<file path="config.mk">
export PLATFORM = sky130hd
export DESIGN_NAME = vme_fn_decoder
export DESIGN_NICKNAME = d
export VERILOG_FILES = /design/src/rtl/vme_fn_pkg.sv /design/src/rtl/vme_fn_cfg_regs.sv /design/src/rtl/vme_fn_window_match.sv /design/src/rtl/vme_fn_prio.sv /design/src/rtl/vme_fn_decoder.sv
export SDC_FILE = /design/constraint.sdc
export NUM_CORES = 1
export LEC_CHECK = 0
export ABC_AREA = 1
export CORE_AREA = 5 5 152 154
export DETAILED_ROUTE_END_ITERATION = 12
export DIE_AREA = 0 0 157 159
export PLACE_DENSITY = 0.84
export SLEW_MARGIN = 40
export SYNTH_ARGS = -nofsm -noshare
export SYNTH_HDL_FRONTEND = slang
export SYNTH_SLANG_ARGS = --single-unit
export TNS_END_PERCENT = 20
</file>
<file path="constraint.sdc">
create_clock -name clk -period 2.7 [get_ports clk]
set_input_delay 0.54 -clock clk [delete_from_list [all_inputs] [get_ports clk]]
set_output_delay 0.54 -clock clk [all_outputs]
set_load 0.1 [all_outputs]
</file>
<file path="src/rtl/vme_fn_pkg.sv">
package vme_fn_pkg;
  localparam int ADDR_W  = 32;
  localparam int AM_W    = 6;
  localparam int CMP_LSB = 8;
  localparam int CMP_W   = ADDR_W - CMP_LSB;
  localparam int AM_LSB  = 2;
  localparam int RELOAD_BIT = 1;
  localparam int XAM_BIT    = 0;
  localparam int SIZING_BIT = 2;

  typedef struct packed {
    logic [CMP_W-1:0] cmp;
    logic [AM_W-1:0]  am;
    logic             reload;
    logic             xam;
    logic [CMP_W-1:0] mask;
    logic             sizing;
  } win_cfg_t;
endpackage

</file>
<file path="src/rtl/vme_fn_cfg_regs.sv">
module vme_fn_cfg_regs
  import vme_fn_pkg::*;
#(
  parameter int NUM_FN = 4,
  localparam int FN_W = (NUM_FN > 1) ? $clog2(NUM_FN) : 1
)(
  input  logic              clk,
  input  logic              rst,
  input  logic              wr_en,
  input  logic              wr_is_mask,
  input  logic [FN_W-1:0]   wr_fn,
  input  logic [ADDR_W-1:0] wr_data,
  input  logic [FN_W-1:0]   rd_fn,
  input  logic              rd_is_mask,
  output logic [ADDR_W-1:0] rd_data,
  output win_cfg_t          cfg [NUM_FN]
);
  logic [4:0] unused_wr_bits;
  assign unused_wr_bits = wr_data[7:3];

  for (genvar g = 0; g < NUM_FN; g++) begin : g_win
    logic sel;
    assign sel = wr_en && (wr_fn == FN_W'(g));
    always_ff @(posedge clk) begin
      if (rst) begin
        cfg[g] <= '0;
      end else if (sel) begin
        if (wr_is_mask) begin
          cfg[g].mask   <= wr_data[ADDR_W-1:CMP_LSB];
          cfg[g].sizing <= wr_data[SIZING_BIT];
        end else if (wr_data[RELOAD_BIT] && cfg[g].sizing) begin
          cfg[g].mask   <= wr_data[ADDR_W-1:CMP_LSB];
          cfg[g].reload <= 1'b1;
        end else begin
          cfg[g].cmp    <= wr_data[ADDR_W-1:CMP_LSB];
          cfg[g].am     <= wr_data[AM_LSB+AM_W-1:AM_LSB];
          cfg[g].reload <= wr_data[RELOAD_BIT];
          cfg[g].xam    <= wr_data[XAM_BIT];
        end
      end
    end
  end

  always_comb begin
    rd_data = '0;
    for (int i = 0; i < NUM_FN; i++) begin
      if (rd_fn == FN_W'(i)) begin
        if (rd_is_mask)
          rd_data = {cfg[i].mask, 5'b0, cfg[i].sizing, 1'b0, 1'b0};
        else
          rd_data = {cfg[i].cmp, cfg[i].am, cfg[i].reload, cfg[i].xam};
      end
    end
  end
endmodule

</file>
<file path="src/rtl/vme_fn_window_match.sv">
module vme_fn_window_match
  import vme_fn_pkg::*;
(
  input  win_cfg_t          cfg,
  input  logic [CMP_W-1:0]  addr_hi,
  input  logic [AM_W-1:0]   am,
  output logic              hit
);
  logic addr_ok, am_ok, mask_live;
  assign addr_ok   = ((addr_hi & cfg.mask) == (cfg.cmp & cfg.mask));
  assign am_ok     = (am == cfg.am);
  assign mask_live = |cfg.mask;
  assign hit       = addr_ok && am_ok && mask_live && !cfg.reload;
endmodule

</file>
<file path="src/rtl/vme_fn_prio.sv">
module vme_fn_prio #(
  parameter int N = 4
)(
  input  logic [N-1:0] req,
  output logic [N-1:0] grant
);
  always_comb begin
    logic found;
    found = 1'b0;
    grant = '0;
    for (int i = 0; i < N; i++) begin
      if (req[i] && !found) begin
        grant[i] = 1'b1;
        found    = 1'b1;
      end
    end
  end
endmodule

</file>
<file path="src/rtl/vme_fn_decoder.sv">
module vme_fn_decoder
  import vme_fn_pkg::*;
#(
  parameter int NUM_FN = 4,
  localparam int FN_W = (NUM_FN > 1) ? $clog2(NUM_FN) : 1
)(
  input  logic              clk,
  input  logic              rst,
  input  logic              vme_as_n,
  input  logic [31:0]       vme_addr,
  input  logic [5:0]        vme_am,
  input  logic              cfg_valid,
  output logic              cfg_ready,
  input  logic              cfg_reg_sel,
  input  logic [FN_W-1:0]   cfg_fn,
  input  logic [31:0]       cfg_data,
  input  logic [FN_W-1:0]   rd_fn,
  input  logic              rd_reg_sel,
  output logic [31:0]       rd_data,
  output logic [NUM_FN-1:0] fn_hit,
  output logic              fn_sel
);
  logic              as_q, as_qq;
  logic [ADDR_W-1:0] addr_q;
  logic [AM_W-1:0]   am_q;
  logic [7:0]        unused_addr_lo;
  win_cfg_t          cfg [NUM_FN];
  logic [NUM_FN-1:0] raw_hit, win_onehot, hit_q;
  logic [NUM_FN-1:0] reload_vec, zmask_vec;

  always_ff @(posedge clk) begin
    if (rst) begin
      as_q   <= 1'b1;
      as_qq  <= 1'b1;
      addr_q <= '0;
      am_q   <= '0;
    end else begin
      as_q   <= vme_as_n;
      as_qq  <= as_q;
      addr_q <= vme_addr;
      am_q   <= vme_am;
    end
  end
  assign unused_addr_lo = addr_q[CMP_LSB-1:0];

  assign cfg_ready = as_q;

  vme_fn_cfg_regs #(.NUM_FN(NUM_FN)) u_regs (
    .clk        (clk),
    .rst        (rst),
    .wr_en      (cfg_valid && cfg_ready),
    .wr_is_mask (cfg_reg_sel),
    .wr_fn      (cfg_fn),
    .wr_data    (cfg_data),
    .rd_fn      (rd_fn),
    .rd_is_mask (rd_reg_sel),
    .rd_data    (rd_data),
    .cfg        (cfg)
  );

  for (genvar g = 0; g < NUM_FN; g++) begin : g_match
    vme_fn_window_match u_match (
      .cfg     (cfg[g]),
      .addr_hi (addr_q[ADDR_W-1:CMP_LSB]),
      .am      (am_q),
      .hit     (raw_hit[g])
    );
    assign reload_vec[g] = cfg[g].reload;
    assign zmask_vec[g]  = ~|cfg[g].mask;
  end

  vme_fn_prio #(.N(NUM_FN)) u_prio (
    .req   (raw_hit),
    .grant (win_onehot)
  );

  always_ff @(posedge clk) begin
    if (rst)        hit_q <= '0;
    else if (as_q)  hit_q <= '0;
    else if (as_qq) hit_q <= win_onehot;
  end

  assign fn_hit = hit_q;
  assign fn_sel = |hit_q;
endmodule

</file>
==> metrics.txt, run 1 <==
GR peak layer met2; share of Yosys cell area claimed by the top area cell type 40.48%; Seq cells post-synth 264; worst clock skew 22.16 ps; height of the die 159 um; Crit Path Max Fanout 20; number of distinct library cells after synthesis 26; Chip Width 157 um; Crit path required time 2160 ps; count of input and output buffers 109; prevailing post-synth register cell sky130_fd_sc_hd__dfxtp_1; synth top area cells sky130_fd_sc_hd__dfxtp_1, sky130_fd_sc_hd__o21ai_0, sky130_fd_sc_hd__a21oi_1; number of max-slew violations in the final report 0; number of optimization iterations in the first detailed-route pass 7; Syn Area/Cell 6.509 sq um; Setup TNS 0 ps; number of ports placed on the die boundary 118; number of hold violations in the final report 0; final count of negative-setup-slack endpoints 0; Final nets 2173; FMAX 0.3803 GHz; placed standard-cell area 0.01502 sq mm; number of nets still failing antenna checks after routing 0; global-route track usage on met1 44.55%; starting density of the core 60.58%; fin util 74.32%; met2 Usage GRT 52.99%; dpl hpwl 29140 um; Synth Net Count 2086; weighted congestion at the end of routability-driven global placement 0.9754; CTS Buffer Depth 3; min Tclk post-route 2629 ps; ratio of cells with drive above 1 in the final layout 8.957%; initial antenna violation count 1; outcome completed; area added between synthesis and finish 22.68%; share of synthesized registers carrying an async set or reset 0%; critical path data arrival time 2090 ps; cell area after synthesis 0.01306 sq mm; overall die area 0.02496 sq mm; overall routed net length 43590 um; worst ir drop on vdd 594.2 uV; pin slew with the least headroom to its limit 735.2 ps; Rows 54; Critical Path Start Type primary input; DRC violation total after the first TritonRoute iteration 1804; Leakage 6.685 nW; maximum level of the CTS H-tree 1; setup repair after global routing missed its margin no; clock transition time at the flip-flop clock pins of the worst setup and hold paths 60 ps; clock latency of the later-clocked register in the worst-skew pair 560 ps; clock tree from TritonCTS done; final worst path period share 97.38%; GRT overflow 0; TritonCTS sink count 264; cell at the root of the clock tree sky130_fd_sc_hd__clkbuf_16; power density over the cells 595.9 mW/mm^2; pin count of the biggest net entering global routing 75; remaining design rule violation count 0; type of the worst min-delay path primary input to register; Yosys Warn Count 0; Via density 5.971; Hold-fix buffers, CTS 0; number of enable flip-flop cells after synthesis 0; combined global-route utilization of all metal layers 34.02%; dominant cell type by area after synthesis sky130_fd_sc_hd__dfxtp_1; total number of vias 14280; Routed wire per std cell 18.23 um; wire length of the first global-routing pass 69160 um; Post-Layout Inst Area 0.01602 sq mm; crit path capture type output pin; maxcap violations 0; worst slew margin relative to its limit 50.91%; core region area 0.02155 sq mm; post-synthesis cell count 2006; met3 capacity usage during global routing 6.496%; vias in the first global route 13520; sequential-to-total area share from yosys stat 40.48%; critical path type primary input to output pin; CTS buffer count 28
## registers in the layout, indices dropped and copies added, names as in the netlist
register and flops:
fn_hit 4, as_qq 1, addr_q 24, am_q 6, u_regs.cfg 228, cfg_ready 1
## routing by layer
metal  wire, um  share of wire [%]
met3       5239                 12
met2      19380                 44
met1      16410                 38
met4       2565                5.9
met5          0                  0
## repair_timing
item | in CTS | in global routing
buffers inserted | 4 | 0
hold endpoints to repair | 0 | 0
resized for setup | 27 | 1
pin swaps | 6 | 0
setup endpoints to repair | 32 | 1
## critical path, stage by stage
cell and delay [ps]:
sky130_fd_sc_hd__clkdlybuf4s15_2 270, sky130_fd_sc_hd__buf_4 180, sky130_fd_sc_hd__nor2_4 120, sky130_fd_sc_hd__inv_2 70
sky130_fd_sc_hd__buf_12 170, sky130_fd_sc_hd__o22ai_1 150, sky130_fd_sc_hd__o21ai_0 100, sky130_fd_sc_hd__o21ai_1 270
sky130_fd_sc_hd__buf_12 220
## logic make-up (layout without fill, tap and decap cells)
kind of cell    after synthesis  count (layout)  share of synthesized area (%)
compound gates              606             606                          24.35
buf+inv                     340             444                          10.11
flops                       264             264                          40.48
other cells                   0               1                              0
simple gates                796             796                          25.07
## cell usage after synthesis, types with 11 or more instances
library cell                  n
sky130_fd_sc_hd__nor2_1     316
sky130_fd_sc_hd__nand2_1    308
sky130_fd_sc_hd__o21ai_0    303
sky130_fd_sc_hd__dfxtp_1    264
sky130_fd_sc_hd__a21oi_1    243
sky130_fd_sc_hd__inv_1      226
sky130_fd_sc_hd__nand3_1    157
sky130_fd_sc_hd__clkbuf_1    81
sky130_fd_sc_hd__o2111ai_1   20
sky130_fd_sc_hd__buf_2       17
sky130_fd_sc_hd__o21ai_1     11
sky130_fd_sc_hd__o22ai_1     11
## power by group
group	internal (mW)	switching [mW]	total, mW
Sequential	4.03	0.126	4.15
Clock	2.16	1.59	3.74
Combinational	0.563	1.09	1.65
Total	6.75	2.80	9.55
## path summary, 6_finish.rpt
path	start	endpoint	slack, ps	cells after the start
max	rd_fn[1]	rd_data[8]	70	9
min	rst	u_regs.cfg[34]	480	4
max reg2reg	cfg_ready	u_regs.cfg[2]	820	7
min reg2reg	u_regs.cfg[105]	u_regs.cfg[105]	480	2
## through the flow
stage / power, mW / setup WS [ps] / hold slack [ps] / std cells
5_1_grt: 9.836 / 1.425 / 494.9 / 2391
6_report: 9.546 / 70.72 / 482.0 / 2391
3_3_place_gp: 5.791 / -270.6 / 462.2 / 2339
3_5_place_dp: 5.821 / -271.8 / 469.8 / 2339
2_1_floorplan: 5.156 / -572.4 / 436.5 / 2006
4_1_cts: 9.516 / 75.20 / 468.3 / 2390
## cell usage in the layout, fill, tap and decap left out, types with 2 or more instances in the layout
cell type | Yosys | layout
sky130_fd_sc_hd__buf_4 | 0 | 46
sky130_fd_sc_hd__clkbuf_16 | 0 | 29
sky130_fd_sc_hd__o21ai_0 | 303 | 299
sky130_fd_sc_hd__nand4_1 | 4 | 4
sky130_fd_sc_hd__clkbuf_8 | 0 | 6
sky130_fd_sc_hd__nor2_1 | 316 | 314
sky130_fd_sc_hd__clkinv_2 | 0 | 3
sky130_fd_sc_hd__dfxtp_1 | 264 | 264
sky130_fd_sc_hd__nor2_4 | 2 | 4
sky130_fd_sc_hd__o21ai_2 | 0 | 3
sky130_fd_sc_hd__a21oi_1 | 243 | 239
sky130_fd_sc_hd__o21ai_1 | 11 | 12
sky130_fd_sc_hd__clkbuf_1 | 81 | 8
sky130_fd_sc_hd__o211ai_1 | 8 | 8
sky130_fd_sc_hd__nor3_4 | 4 | 4
sky130_fd_sc_hd__a221oi_2 | 0 | 5
sky130_fd_sc_hd__nand2_1 | 308 | 302
sky130_fd_sc_hd__o2111ai_2 | 0 | 9
sky130_fd_sc_hd__o2111ai_4 | 0 | 4
sky130_fd_sc_hd__buf_6 | 3 | 3
sky130_fd_sc_hd__o221ai_1 | 3 | 3
sky130_fd_sc_hd__inv_2 | 8 | 10
sky130_fd_sc_hd__nand3_1 | 157 | 157
sky130_fd_sc_hd__o2111ai_1 | 20 | 7
sky130_fd_sc_hd__buf_12 | 0 | 42
sky130_fd_sc_hd__buf_2 | 17 | 2
sky130_fd_sc_hd__inv_1 | 226 | 221
sky130_fd_sc_hd__o22ai_1 | 11 | 11
sky130_fd_sc_hd__nand2_2 | 1 | 6
sky130_fd_sc_hd__clkdlybuf4s50_1 | 0 | 67
sky130_fd_sc_hd__a21oi_2 | 0 | 4
sky130_fd_sc_hd__a221oi_1 | 7 | 2
## final cells by class
cell class                      instances  area, sq um
Clock inverter                          5        65.06
Inverter                              234        885.9
Clock buffer                           42        813.3
Multi-Input combinational cell       1402         6671
Timing Repair Buffer                  163         1946
Antenna cell                            1        2.502
Sequential cell                       264         5285
Fill cell                            1693         5534
Tap cell                              280        350.3
Power figures use the tool's default switching activity.
==> run 2, diff against run 1 <==
--- a/config.mk
+++ b/config.mk
@@ -10,6 +10,7 @@
 export DETAILED_ROUTE_END_ITERATION = 12
 export DIE_AREA = 0 0 157 159
 export PLACE_DENSITY = 0.84
+export SKIP_LAST_GASP = 1
 export SLEW_MARGIN = 40
 export SYNTH_ARGS = -nofsm -noshare
 export SYNTH_HDL_FRONTEND = slang
==> results of run 2 <==
The final DEF is identical to that of run 1; final timing and power are the same.
